==> src/rtl/task_sched.sv <==
module task_sched #(
  parameter int NT = 8,
  parameter int NC = 4,
  parameter int QW = 6,
  parameter int AW = 8,
  parameter int EW = 16,
  localparam int TW = $clog2(NT),
  localparam int CW = $clog2(NT + 1),
  localparam int KW = $clog2(NC)
) (
  input  logic          clk,
  input  logic          rst_n,
  input  logic          cfg_we,
  input  logic [TW-1:0] cfg_idx,
  input  logic          cfg_dup,
  input  logic [CW-1:0] cfg_npred,
  input  logic [NT-1:0] cfg_succ,
  input  logic [NT-1:0] cfg_alt,
  input  logic          cfg_cond,
  input  logic [AW-1:0] cfg_qaddr,
  input  logic [EW-1:0] cfg_entry,
  input  logic [TW-1:0] fin_task,
  input  logic          start,
  output logic          mem_rd,
  output logic [AW-1:0] mem_addr,
  input  logic [QW-1:0] mem_rdata,
  output logic          disp_valid,
  output logic [KW-1:0] disp_core,
  output logic [TW-1:0] disp_task,
  output logic [EW-1:0] disp_entry,
  output logic [QW-1:0] disp_inst,
  input  logic          cmp_valid,
  input  logic [KW-1:0] cmp_core,
  input  logic          cmp_flag,
  output logic          busy,
  output logic          done
);
  typedef enum logic [1:0] {S_PICK, S_QRD, S_ISSUE} st_t;

  logic [NT-1:0] t_dup, t_cond;
  logic [CW-1:0] t_np  [NT];
  logic [NT-1:0] t_succ[NT];
  logic [NT-1:0] t_alt [NT];
  logic [AW-1:0] t_qa  [NT];
  logic [EW-1:0] t_ep  [NT];

  logic [CW-1:0] pend [NT];
  logic [CW-1:0] dec  [NT];
  logic [QW-1:0] left [NT];
  logic [NT-1:0] rdy;
  logic [NC-1:0] cbusy;
  logic [TW-1:0] ctask [NC];
  logic [KW-1:0] rr, gi;
  logic [TW-1:0] cur, pk, ct;
  logic [QW-1:0] inst, quota;
  logic          running, done_q, have_rdy, have_idle;
  logic          start_ok, take, cmp_last, zq, fin_hit;
  logic [NT-1:0] rel_a, rel_b;
  st_t           st;

  assign start_ok = start && !running;
  assign have_rdy = |rdy;
  assign take     = running && st == S_PICK && have_rdy;
  assign ct       = ctask[cmp_core];
  assign cmp_last = cmp_valid && left[ct] == QW'(1);
  assign zq       = st == S_QRD && mem_rdata == '0;
  assign rel_a    = !cmp_last ? '0 : (t_cond[ct] && !cmp_flag) ? t_alt[ct] : t_succ[ct];
  assign rel_b    = zq ? t_succ[cur] : '0;
  assign fin_hit  = (cmp_last && ct == fin_task) || (zq && cur == fin_task);

  assign mem_rd     = take && t_dup[pk];
  assign mem_addr   = t_qa[pk];
  assign disp_valid = st == S_ISSUE && have_idle;
  assign disp_core  = gi;
  assign disp_task  = cur;
  assign disp_entry = t_ep[cur];
  assign disp_inst  = inst;
  assign busy       = running;
  assign done       = done_q;

  always_comb begin
    pk = '0;
    for (int j = NT - 1; j >= 0; j--)
      if (rdy[j]) pk = TW'(j);
  end

  always_comb begin
    gi = '0;
    have_idle = 1'b0;
    for (int k = 0; k < NC; k++) begin
      int s;
      s = int'(rr) + k;
      if (s >= NC) s = s - NC;
      if (!have_idle && !cbusy[KW'(s)]) begin
        have_idle = 1'b1;
        gi = KW'(s);
      end
    end
  end

  always_comb
    for (int j = 0; j < NT; j++)
      dec[j] = CW'(rel_a[j]) + CW'(rel_b[j]);

  always_ff @(posedge clk)
    if (cfg_we && !running) begin
      t_dup[cfg_idx]  <= cfg_dup;
      t_cond[cfg_idx] <= cfg_cond;
      t_np[cfg_idx]   <= cfg_npred;
      t_succ[cfg_idx] <= cfg_succ;
      t_alt[cfg_idx]  <= cfg_alt;
      t_qa[cfg_idx]   <= cfg_qaddr;
      t_ep[cfg_idx]   <= cfg_entry;
    end

  always_ff @(posedge clk or negedge rst_n)
    if (!rst_n) begin
      rdy <= '0;
      for (int j = 0; j < NT; j++) pend[j] <= '0;
    end else if (start_ok) begin
      for (int j = 0; j < NT; j++) begin
        pend[j] <= t_np[j];
        rdy[j]  <= t_np[j] == '0;
      end
    end else begin
      for (int j = 0; j < NT; j++)
        if (dec[j] != '0) begin
          pend[j] <= pend[j] - dec[j];
          if (pend[j] == dec[j]) rdy[j] <= 1'b1;
        end
      if (take) rdy[pk] <= 1'b0;
    end

  always_ff @(posedge clk or negedge rst_n)
    if (!rst_n) begin
      st      <= S_PICK;
      cur     <= '0;
      inst    <= '0;
      quota   <= '0;
      cbusy   <= '0;
      rr      <= '0;
      running <= 1'b0;
      done_q  <= 1'b0;
      for (int j = 0; j < NT; j++) left[j] <= '0;
      for (int c = 0; c < NC; c++) ctask[c] <= '0;
    end else begin
      if (start_ok) begin
        running <= 1'b1;
        done_q  <= 1'b0;
      end else if (fin_hit && running) begin
        running <= 1'b0;
        done_q  <= 1'b1;
      end
      if (cmp_valid) begin
        cbusy[cmp_core] <= 1'b0;
        left[ct]        <= left[ct] - QW'(1);
      end
      case (st)
        S_PICK:
          if (take) begin
            cur  <= pk;
            inst <= '0;
            if (t_dup[pk]) st <= S_QRD;
            else begin
              quota    <= QW'(1);
              left[pk] <= QW'(1);
              st       <= S_ISSUE;
            end
          end
        S_QRD: begin
          quota <= mem_rdata;
          if (mem_rdata == '0) st <= S_PICK;
          else begin
            left[cur] <= mem_rdata;
            st        <= S_ISSUE;
          end
        end
        default:
          if (have_idle) begin
            cbusy[gi] <= 1'b1;
            ctask[gi] <= cur;
            rr        <= (gi == KW'(NC - 1)) ? '0 : gi + KW'(1);
            inst      <= inst + QW'(1);
            if (inst == quota - QW'(1)) st <= S_PICK;
          end
      endcase
    end
endmodule


==> config.mk <==
export PLATFORM = sky130hd
export DESIGN_NAME = task_sched
export DESIGN_NICKNAME = d
export VERILOG_FILES = /design/src/rtl/task_sched.sv
export SDC_FILE = /design/constraint.sdc
export NUM_CORES = 1
export LEC_CHECK = 0
export BUFFER_PORTS_ARGS = -buffer_cell sky130_fd_sc_hd__buf_2
export CAP_MARGIN = 25
export CORE_MARGIN = 5
export CORE_UTILIZATION = 66
export DETAILED_ROUTE_END_ITERATION = 6
export GPL_ROUTABILITY_DRIVEN = 0
export PLACE_DENSITY_LB_ADDON = 0.2
export SLEW_MARGIN = 15
export SYNTH_ARGS = -nofsm -noshare
export SYNTH_HDL_FRONTEND = slang
export SYNTH_SLANG_ARGS = --single-unit
==> constraint.sdc <==
create_clock -name clk -period 13.7 [get_ports clk]
set_input_delay 0.685 -clock clk [delete_from_list [all_inputs] [get_ports clk]]
set_output_delay 0.685 -clock clk [all_outputs]
set_load 0.02 [all_outputs]
# Word level (Yosys, flattened, before mapping)

Memory sizes are Yosys's and may differ from the RTL's.
Index checks and enable logic that the tools add are counted.

Register bits: 141
RAM bits: 352
Input port bits: 66
Output and inout port bits: 39
Word-level logic and storage cells: 318
Memories kept: 5

Memories:

| name   | words | bits a word | rd ports | clocked after Yosys merged registers in | wr ports | RTL line | RTL |
|---|---|---|---|---|---|---|---|
| t_ep   | 8     | 16          | 1        | 0                                       | 1        | 45       | `logic [EW-1:0] t_ep [NT];` |
| t_alt  | 8     | 8           | 1        | 0                                       | 1        | 43       | `logic [NT-1:0] t_alt [NT];` |
| t_qa   | 8     | 8           | 1        | 0                                       | 1        | 44       | `logic [AW-1:0] t_qa [NT];` |
| t_succ | 8     | 8           | 2        | 0                                       | 1        | 42       | `logic [NT-1:0] t_succ[NT];` |
| t_np   | 8     | 4           | 8        | 0                                       | 1        | 41       | `logic [CW-1:0] t_np [NT];` |

Add/sub/neg operators: 27
Order comparisons: 26
Equality and inequality tests: 17
Mux-type cells: 128
Bitwise logic cells: 15
Reduce and logical (&&, ||, !) cells: 69

Operators with widths:

| operator           | number |
|---|---|
| $mux 48            | 4 |
| $bwmux 48          | 2 |
| $pmux 48 s2        | 1 |
| $demux 6 s3        | 3 |
| $mux 6             | 9 |
| $mux 1             | 48 |
| $mux 4             | 11 |
| $and 40x40->40     | 1 |
| $mux 8             | 5 |
| $not 40->40        | 1 |
| $mux 3             | 11 |
| $eq 4x2->1         | 8 |
| $logic_not 4->1    | 8 |
| $mux 32            | 1 |
| $reduce_bool 4->1  | 8 |
| $sub 4x2->4        | 8 |
| $mux 2             | 14 |
| $pmux 6 s2         | 2 |
| $logic_and 1x1->1  | 23 |
| $reduce_bool 2->1  | 11 |
| $bmux 6 s3         | 1 |
| $add 1x1->2        | 8 |
| $bwmux 8           | 2 |
| $lt 2x4->1 const B | 4 |
| other kinds (47)   | 88 |

# Longest topological paths before layout

Gate-level depths: netlist of the first run.

Depth after elaboration: 22
Gate-level depth with buffers: 20
Depth with buffers taken out: 16

# Worst setup path after synthesis of the first run

Ideal clock, no wire load.

Path kind: input-to-reg
Start point: input port cfg_we
End point: memory t_alt[2][0] (enable)
Setup time: 516 ps
Arrival time: 4364 ps
Required time: 13184 ps
Setup slack: 8821 ps
Stages on the path: 3
Path buffers: 0
Cells stage by stage: nor2b_1 -> nand2b_1 -> nor3b_1

Word-level cells in the longest chain between the ends: 3

RTL lines:

| element                      | RTL line | RTL |
|---|---|---|
| from (decl)                  | 13       | `input logic cfg_we,` |
| $logic_and 1x1->1            | 106      | `if (cfg_we && !running) begin` |
| $mux 1                       | 106      |  |
| $mux 1 (implied by the code) | 111      | `t_alt[cfg_idx] <= cfg_alt;` |
| to (decl)                    | 43       |  |

No other way between the ends.

# Final worst setup path of the first run

Start point: register ctask[1] (netlist bit)
End point: register pend[11] (netlist bit)

Word-level cells in the longest chain between the ends: 14

RTL lines:

| element                                      | RTL line | RTL |
|---|---|---|
| from (decl)                                  | 52       | `logic [TW-1:0] ctask [NC];` |
| from (signal, indexed assignment)            | 181      | `ctask[gi] <= cur;` |
| $bmux 3 s2 *                                 | 64       | `assign ct = ctask[cmp_core];` |
| $mux 3 (implied by the code) * (2 in series) | 64       |  |
| $not 3->4 (implied by the code)              | 65       | `assign cmp_last = cmp_valid && left[ct] == QW'(1);` |
| $bmux 6 s3                                   | 65       |  |
| $mux 6 (implied by the code) (2 in series)   | 65       |  |
| $eq 6x1->1                                   | 65       |  |
| $logic_and 1x1->1                            | 65       |  |
| $mux 8 *                                     | 67       | `assign rel_a = !cmp_last ? '0 : (t_cond[ct] && !cmp_flag) ? t_alt[ct] : t_succ[ct];` |
| $add 1x1->2 *                                | 103      | `dec[j] = CW'(rel_a[j]) + CW'(rel_b[j]);` |
| $sub 4x2->4                                  | 128      | `pend[j] <= pend[j] - dec[j];` |
| $mux 4                                       | 127      | `if (dec[j] != '0) begin` |
| $mux 32                                      | 120      | `end else if (start_ok) begin` |
| to (signal, indexed assignment)              | 122      | `pend[j] <= t_np[j];` |
| to (signal, indexed assignment)              | 128      |  |
| to (decl)                                    | 47       | `logic [CW-1:0] pend [NT];` |

Every way passes the cells marked *; elsewhere a longest branch is shown, timed or not. The select of a mux whose other input is x is not followed.
A chain may end at the register's enable or synchronous reset.

==> results.txt, run 1 <==
Counting stages on the worst path, the most repeated cell is sky130_fd_sc_hd__ha_1. The multiplexer share of the synthesized area came out at 0.0944. The global-route wire length before repair is 85800 um. After detailed routing, the total wire length is 55200 um. The H-tree was split into 2 levels. For this run, the top clock speed supported by timing is 190 MHz.

The number of fill cells came out at 2126. Counting I/O delays and the setup requirement, the final critical path takes 5.25 ns. For this configuration, the core starts out at a cell density of 0.671. Among all flip-flop cells after synthesis, the most frequent one is sky130_fd_sc_hd__edfxtp_1. The clock arrives with 0.0356 ns of skew. The total standard cell area after synthesis is 22600 um2.

The flow ran to the end, but the final reports show violations. Grouping stages by cell kind, the critical path spends the most delay in compound AO/OA/AOI/OAI gates. The chip width is 195 um.

The number of clock sinks came out at 493. After routing, the total negative slack on setup checks comes to 0 ns. The register bit count reported by yosys is 493. Data on the critical path is required at its endpoint by 14.12 ns. The pin slew with the least headroom to its limit came out at 1.03 ns.

The final number of setup-violating endpoints is 0. The number of pins with negative max-slew slack in the final report came out at 0. The final cycle utilization of the critical path came out at 0.383. The count of input and output buffers is 104. The number of cell rows is 67. The overall power after layout came out at 0.00574 W.

The count of flip-flops with a built-in enable after synthesis is 368. The utilization after layout is 0.754. The number of nets handed over by synthesis was 1884.

The path class of the tightest hold or removal check is in -> async. The number of buffers on the longest clock path is 3. The net count of the finished layout is 1977. The via count of the routed design came out at 15399. Setup repair after global routing left no endpoint under its margin.

The largest stage delay on the critical path came out at 0.85 ns. The total of max-cap violations is 0. The largest net degree at the start of global routing came out at 79.

The number of gates resized after CTS came out at 0. The count of warnings emitted by yosys is 0. The share of synthesized cell area in full adder, half adder and majority cells is 0.0292. The instance count of the mapped netlist is 1770.

The largest individual stage delay along the critical path comes from the cell sky130_fd_sc_hd__mux4_2. The area overhead of the layout relative to synthesis came out at 12.4%. The library cell used most frequently in the layout, excluding fill and tap cells, is sky130_fd_sc_hd__edfxtp_1. The relative slew slack is 0.309. 105 I/O pins were placed. The library cells used most frequently in the layout, excluding fill and tap cells, are 368 x sky130_fd_sc_hd__edfxtp_1, 222 x sky130_fd_sc_hd__nand2_1, 127 x sky130_fd_sc_hd__a21oi_1.

The number of setup buffers added after CTS came out at 0. STA classifies the critical path startpoint as a register. For the worst setup path, the data arrival time is 5.67 ns.

The instance count after placement with tap cells included came out at 2258. The hold violation total from the final report came to 0. The area of the core is 33700 um2. In this run the mean area of a mapped cell was 12.8 um2.

The number of buffers and inverters on the critical path is 1. The number of global-route vias before repair is 15460. For this design, the CTS-stage hold fixing added 0 buffers. The worst-path maximum fanout came out at 24.

The xor/xnor share of the synthesized area came out at 0.0154. Counting flops with an async set or reset pin after synthesis yields a share of 0.254. The remaining global-route overflow came out at 0. The filler-free cell count of the finished design is 2352.

In the final layout, the share of cells above drive strength 1 is 0.169. By area, the combinational part of the netlist is dominated by compound AO/OA/AOI/OAI gates. The clock buffer count from CTS is 49. The later pin in the worst-skew pair is clocked with a latency of 0.59 ns.

TritonCTS built the clock tree. Dividing the detail-routed via count by the number of cells gives 6.55. Dividing total power by cell area gives a power density of 226 nW/um2. The placed wire-length estimate came out at 33300 um. The die extent in y came out at 195 um.

Traced cell by cell, the critical path runs through mux4_2 > nor2b_1 > a22oi_1 > and2_1 > ha_1 > nand2_1 > a211oi_1 > and2_1 > ha_1 > inv_1 > ha_1 > a2111oi_0 > xnor2_1 > a21oi_1. The kind of critical path is reg -> reg. The clock-pin slew reported for the worst setup and hold paths after clock tree synthesis came out at 0.06 ns. The checks that failed: DRC. The number of detailed-route iterations in the first pass came out at 7.

VDD sags by at most 0.236 mV. Dividing the detail-routed wire length by the instance count gives 23.5 um. The fraction of the mapped netlist area in compound gates was 0.106. In this run the clock root is driven by a sky130_fd_sc_hd__clkbuf_16. The post-synthesis share of cell area spent on and, or, nand and nor gates is 0.0995. The aggregate global-route resource usage is 0.285. STA classifies the critical path endpoint as a register.

The die area came out at 38000 um2. The leakage power is 9.48 nW. The count of nets left with antenna violations once routing finished came out at 0.

The number of DRC violations after detailed routing is 1. The initial antenna violation count is 3. Counting distinct cell types in the post-synthesis netlist gives 70. The share of the yosys chip area belonging to registers is 0.627. The initial DRC count came out at 1655.
-- power breakdown --
| group | internal [W] | switching [W] | leakage (nW) |
|---|---|---|---|
| sequential | 0.00180 | 0.000175 | 4.83 |
| clock | 0.000918 | 0.000576 | 0.870 |
| combinational | 0.000836 | 0.00143 | 3.78 |
| total | 0.00355 | 0.00218 | 9.48 |
-- Yosys cell counts (12+ instances only) --
| cell type | n | area share |
|---|---|---|
| sky130_fd_sc_hd__mux4_2 | 29 | 0.029 |
| sky130_fd_sc_hd__edfxtp_1 | 368 | 0.49 |
| sky130_fd_sc_hd__nor2b_1 | 21 | 0.0058 |
| sky130_fd_sc_hd__o221ai_1 | 14 | 0.0054 |
| sky130_fd_sc_hd__a22oi_1 | 12 | 0.0040 |
| sky130_fd_sc_hd__mux2_2 | 46 | 0.023 |
| sky130_fd_sc_hd__and2_1 | 14 | 0.0039 |
| sky130_fd_sc_hd__clkbuf_1 | 61 | 0.010 |
| sky130_fd_sc_hd__a32oi_1 | 12 | 0.0047 |
| sky130_fd_sc_hd__nand3_1 | 22 | 0.0049 |
| sky130_fd_sc_hd__dfrtp_1 | 125 | 0.14 |
| sky130_fd_sc_hd__a22o_1 | 16 | 0.0062 |
| sky130_fd_sc_hd__ha_1 | 40 | 0.022 |
| sky130_fd_sc_hd__xor2_1 | 14 | 0.0054 |
| sky130_fd_sc_hd__xnor2_1 | 24 | 0.0093 |
| sky130_fd_sc_hd__nand2_1 | 223 | 0.037 |
| sky130_fd_sc_hd__nor3_1 | 15 | 0.0033 |
| sky130_fd_sc_hd__o21ai_0 | 75 | 0.017 |
| sky130_fd_sc_hd__mux2i_1 | 96 | 0.043 |
| sky130_fd_sc_hd__a221oi_1 | 26 | 0.010 |
| sky130_fd_sc_hd__or4_1 | 16 | 0.0053 |
| sky130_fd_sc_hd__nor2_1 | 124 | 0.021 |
| sky130_fd_sc_hd__buf_1 | 12 | 0.0020 |
| sky130_fd_sc_hd__a21oi_1 | 127 | 0.028 |
| sky130_fd_sc_hd__inv_1 | 63 | 0.010 |
| sky130_fd_sc_hd__nand2b_1 | 12 | 0.0033 |
| sky130_fd_sc_hd__o22ai_1 | 23 | 0.0064 |
-- worst paths after layout --
| check | startpoint | end | slack (ns) | cells after the start |
|---|---|---|---|---|
| min reg2reg | ctask[8] | ctask[8] | 0.50 | 2 |
| min | rst_n | cbusy[2] | 0.19 | 1 |
| max | ctask[1] | pend[11] | 8.45 | 14 |
| min in group clk | cfg_entry[12] | t_ep[2][12] | 0.36 | 1 |
| max reg2reg | ctask[1] | pend[11] | 8.45 | 14 |
| max in group asynchronous | rst_n | disp_task[0] | 12.09 | 2 |
-- registers in the layout, indices dropped and copies added, names as in the netlist, 4 cells and up --
signal / flops
ctask: 12
t_qa: 64
t_succ: 64
t_dup: 8
pend: 32
t_alt: 64
left: 48
rdy: 8
quota: 6
cbusy: 4
t_ep: 128
disp_inst: 6
t_cond: 8
t_np: 32
-- cells by family (layout without fill, tap and decap cells) --
| group | Yosys count | after routing |
|---|---|---|
| flip-flops | 493 | 493 |
| AND/OR/NAND/NOR | 494 | 494 |
| other | 0 | 2 |
| buffers and inverters | 155 | 287 |
| multiplexers | 171 | 171 |
| AO/OA/AOI/OAI | 370 | 370 |
| adder cells (fa/ha/maj) | 48 | 48 |
| XOR/XNOR | 39 | 39 |
-- cell type report --
class | instances | area, um2 | share of cell area
inverters | 65 | 244 | 0.00960
repair buffers | 132 | 746 | 0.0293
clock inverters | 28 | 497 | 0.0195
flip-flops and latches | 493 | 14200 | 0.558
multi-input cells | 1122 | 7850 | 0.309
clock buffers | 62 | 1330 | 0.0521
diodes | 2 | 5.00 | 0.000197
well taps | 448 | 561 | 0.0221
-- per-stage QoR --
step,hold WS (ns),worst slack [ns],cell area (um2)
detailed placement,0.488,7.82,23600
global placement,0.485,7.97,23600
floorplan,0.389,8.82,22600
global route,0.250,8.12,25400
CTS,0.218,8.33,25400
finish,0.191,8.45,25400
-- layer usage --
| layer | part of all wire | up-vias | GRT usage |
|---|---|---|---|
| li1 | - | 6801 | - |
| met3 | 0.090 | 149 | 0.0526 |
| met4 | 0.035 | 4 | 0.101 |
| met2 | 0.49 | 814 | 0.473 |
| met1 | 0.39 | 7631 | 0.384 |
| met5 | 0.00049 | - | 0 |
Note: power is estimated with default switching activity, not from simulation.
==> inputs of run 2 (changes only) <==
--- a/config.mk
+++ b/config.mk
@@ -8,7 +8,7 @@
 export BUFFER_PORTS_ARGS = -buffer_cell sky130_fd_sc_hd__buf_2
 export CAP_MARGIN = 25
 export CORE_MARGIN = 5
-export CORE_UTILIZATION = 66
+export CORE_UTILIZATION = 56
 export DETAILED_ROUTE_END_ITERATION = 6
 export GPL_ROUTABILITY_DRIVEN = 0
 export PLACE_DENSITY_LB_ADDON = 0.2
==> constraint.sdc (replaced) <==
create_clock -name clk -period 4.6 [get_ports clk]
set_input_delay 0.23 -clock clk [delete_from_list [all_inputs] [get_ports clk]]
set_output_delay 0.23 -clock clk [all_outputs]
set_load 0.02 [all_outputs]
==> run 2 against run 1 <==
The run now ends clean. Largest power group unchanged. Register-to-register slack worse by 8.2 ns. Cell area is 2.3% higher. Combinational power grew to 3.0 times the previous value. Power grew to 2.9 times the previous value. Maximum frequency is 21% higher.
==> results.txt, run 2 (synthesis gave the netlist of run 1 again) <==
The placed cell area is 23900 um2 (+1.4%). The logic depth of the worst register-to-register path came out at 15 (+1). The per-cell routed wire length is 23.1 um (-1.6%). On the critical path, the stage with the largest delay is an instance of sky130_fd_sc_hd__mux4_4. The accumulated negative setup slack came out at 0 ns (unchanged). The clock buffer count from CTS came out at 50 (+2.0%). The number of DRC violations after detailed routing came out at 0 (-1).

The worst-path maximum fanout came out at 15 (-38%). STA classifies the critical path startpoint as a register. The met1 routed wirelength after detailed routing is 23300 um (+9.5%).

The worst setup path is of the reg -> reg kind. The summed area of non-filler cells in the final layout is 26000 um2 (+2.3%). The final cycle utilization of the critical path is 0.944 (+0.560). The final routed wirelength across all metal layers came to 57900 um (+4.9%).

The clock-pin slew reported for the worst setup and hold paths after clock tree synthesis came out at 0.07 ns (about the same). The die extent in y came out at 211 um (+8.1%). The wire length on met2 is 28200 um (+4.5%). STA classifies the critical path endpoint as a register. The initial antenna violation count was 2 (-1). The placed wire-length estimate is 35800 um (+7.5%). The net switching component of the power is 0.00660 W (+200%). Leaving out fill and tap cells, the most frequent cell in the layout is sky130_fd_sc_hd__edfxtp_1. Relative to the synthesized area, the layout overhead comes to 15.0%. The total power divided by cell area was 644 nW/um2 (+190%).

The number of setup buffers added after CTS is 0 (unchanged). The H-tree depth reported by CTS was 2 (unchanged). The hold violation total from the final report came out at 0 (unchanged). The utilization after layout came out at 0.653 (-0.101). The proportion of layout cells with a drive suffix above 1 came out at 0.173 (+0.00361).

The signal arrival time at the worst endpoint was 4.81 ns (-0.86 ns). The total internal power came out at 0.0101 W (+190%). The worst slack at placement is 0.0707 ns (-7.75 ns).

The residual antenna-violating net count after detailed routing came out at 0 (unchanged). The number of global-route vias before repair came out at 15471 (+0.071%). The root buffer cell chosen for the clock tree is sky130_fd_sc_hd__clkbuf_16.

The maximum clock skew at final layout is 0.0349 ns (-0.000691 ns). The share of total power in combinational logic came to 0.410 (+0.014). The path class of the tightest hold or removal check is in -> reg. The maximum clock rate is 230 MHz (+21%). The total of max-cap violations came out at 0 (unchanged). The number of vias per cell after detailed routing came to 6.16 (-6.0%). The flip-flop count of the largest register after layout came out at 128 (unchanged). The die area is 44500 um2 (+17%). The clock insertion delay at the later pin of the skew report came out at 0.60 ns (about the same). The initial DRC count came out at 1698 (+2.6%). The remaining global-route overflow came to 0 (unchanged). The total length of routed met3 wires is 4520 um (-9.0%).

The via count of the routed design is 15423 (+0.16%). The top register by number of flip-flops is t_ep. The pin slew with the least headroom to its limit came out at 0.890 ns (-0.140 ns). The signal on the critical path passes through mux4_4 > mux2i_1 > a22oi_1 > and2_1 > ha_1 > nand2_1 > a211oi_2 > buf_4 > and2_1 > ha_1 > inv_1 > ha_1 > a2111oi_0 > xnor2_1 > a21oi_1. The minimum hold slack came out at 0.0429 ns (-0.148 ns). Setup repair after global routing left no endpoint under its margin.

The count of input and output buffers is 104 (unchanged). The net total in the final layout is 2050 (+3.7%). The relative slew slack came out at 0.401 (+0.0919). The final number of setup-violating endpoints came out at 0 (unchanged). The largest net degree at the start of global routing came out at 52 (-34%).

The library cell appearing most often on the critical path is sky130_fd_sc_hd__ha_1. The number of clock sinks came to 493 (unchanged). The power share of the sequential group came out at 0.357 (+0.013). The number of pins with negative max-slew slack in the final report is 0 (unchanged).

The aggregate global-route resource usage came to 0.255 (-0.0304). The global-route wire length before repair came out at 88400 um (+3.0%). The chip width is 211 um (+8.1%). The worst hold path passes through 3 cells.

The top metal layer carrying routed signals is met4. The area of the core came to 39800 um2 (+18%). The TritonCTS clock tree is done. The peak supply drop came out at 0.481 mV (+100%). The leakage power came out at 9.71 nW (+2.4%). The starting density of the core is 0.567 (-0.103). The worst setup slack after layout is 0.260 ns (-8.19 ns).

The number of top-level pins was 105 (unchanged). The number of detailed-route iterations in the first pass is 5 (-2). The data required time of the worst path came out at 5.07 ns (-9.05 ns). The switching power share of the total came out at 0.394 (+0.0134).

The flow ran to the end, and the final reports show no timing, DRC or antenna violations. The part of the total power dissipated in the clock network came out at 0.233 (-0.027). The number of cell rows was 73 (+9.0%). The minimum clock period is 4.34 ns (-0.910 ns).

In the layout the commonest cells are 368 x sky130_fd_sc_hd__edfxtp_1, 222 x sky130_fd_sc_hd__nand2_1, 127 x sky130_fd_sc_hd__a21oi_1. The number of buffers on the longest clock path is 3 (unchanged). The largest stage delay on the critical path is 0.85 ns (about the same).
## run 2: cell count changes in the layout (fill, tap and decap cells not counted), sizes merged
cell,previous run,this run
buf,132,154
inv,66,65
clkinv,10,24
clkinvlp,5,4
mux4,29,30
dlygate4sd3,0,49
clkbuf,62,64
bufinv,12,2
## run 2: metrics by stage
step / total power (W) / instances
final: 0.0167 / 2505
after global routing: 0.0177 / 2504
after CTS: 0.0167 / 2502
after detailed placement: 0.0127 / 2359
after global placement: 0.0126 / 2357
after floorplan: 0.0106 / 1770
## run 2: area by class of cell
| cell class | count | area, um2 |
|---|---|---|
| clock inverter | 30 | 262 |
| fill | 2963 | 13800 |
| inverter | 65 | 244 |
| clock buffer | 64 | 1320 |
| sequential | 493 | 14200 |
| antenna | 2 | 5.00 |
| multi-input combinational | 1123 | 7890 |
| tap | 525 | 657 |
| timing repair buffer | 203 | 1420 |
## run 2: critical path, delay by kind of cell (launching register included)
| kind | cells | cell delay (ns) |
|---|---|---|
| and+or+nand+nor | 3 | 0.45 |
| adders and majority gates | 3 | 0.68 |
| AOI/OAI and AO/OA | 4 | 1.11 |
| xor gates and xnor gates | 1 | 0.18 |
| DFF | 1 | 0.47 |
| buffers and inverters | 2 | 0.28 |
| muxes | 2 | 1.04 |
## run 2: power groups by stage
stage,clock [W],sequential (W),combinational (W)
floorplan,0,0.00577,0.00487
global placement,0,0.00600,0.00659
detailed placement,0,0.00601,0.00673
CTS,0.00396,0.00593,0.00680
global route,0.00415,0.00602,0.00749
finish,0.00389,0.00598,0.00686
## run 2: worst paths after layout
kind                              start        to  slack (ns)
setup / recovery               ctask[0]  pend[11]        0.26
hold / removal             mem_rdata[3]  left[27]        0.04
setup reg to reg               ctask[0]  pend[11]        0.26
hold reg to reg                ctask[2]  ctask[2]        0.48
max in group asynchronous         rst_n   left[6]        3.26
min in group asynchronous         rst_n     rr[0]        0.20
## run 2: repair_timing
item	4_1_cts	5_1_grt
hold buffers	49	0
endpoints found under the hold margin	413	0
gates resized for setup	0	3
setup endpoints to repair	0	5
## run 2: routing by layer
layer / vias up / global-route usage
met2: 678 / 0.421
met4: 0 / 0.0845
met5: - / 0
met3: 111 / 0.0408
met1: 7684 / 0.350
li1: 6950 / -
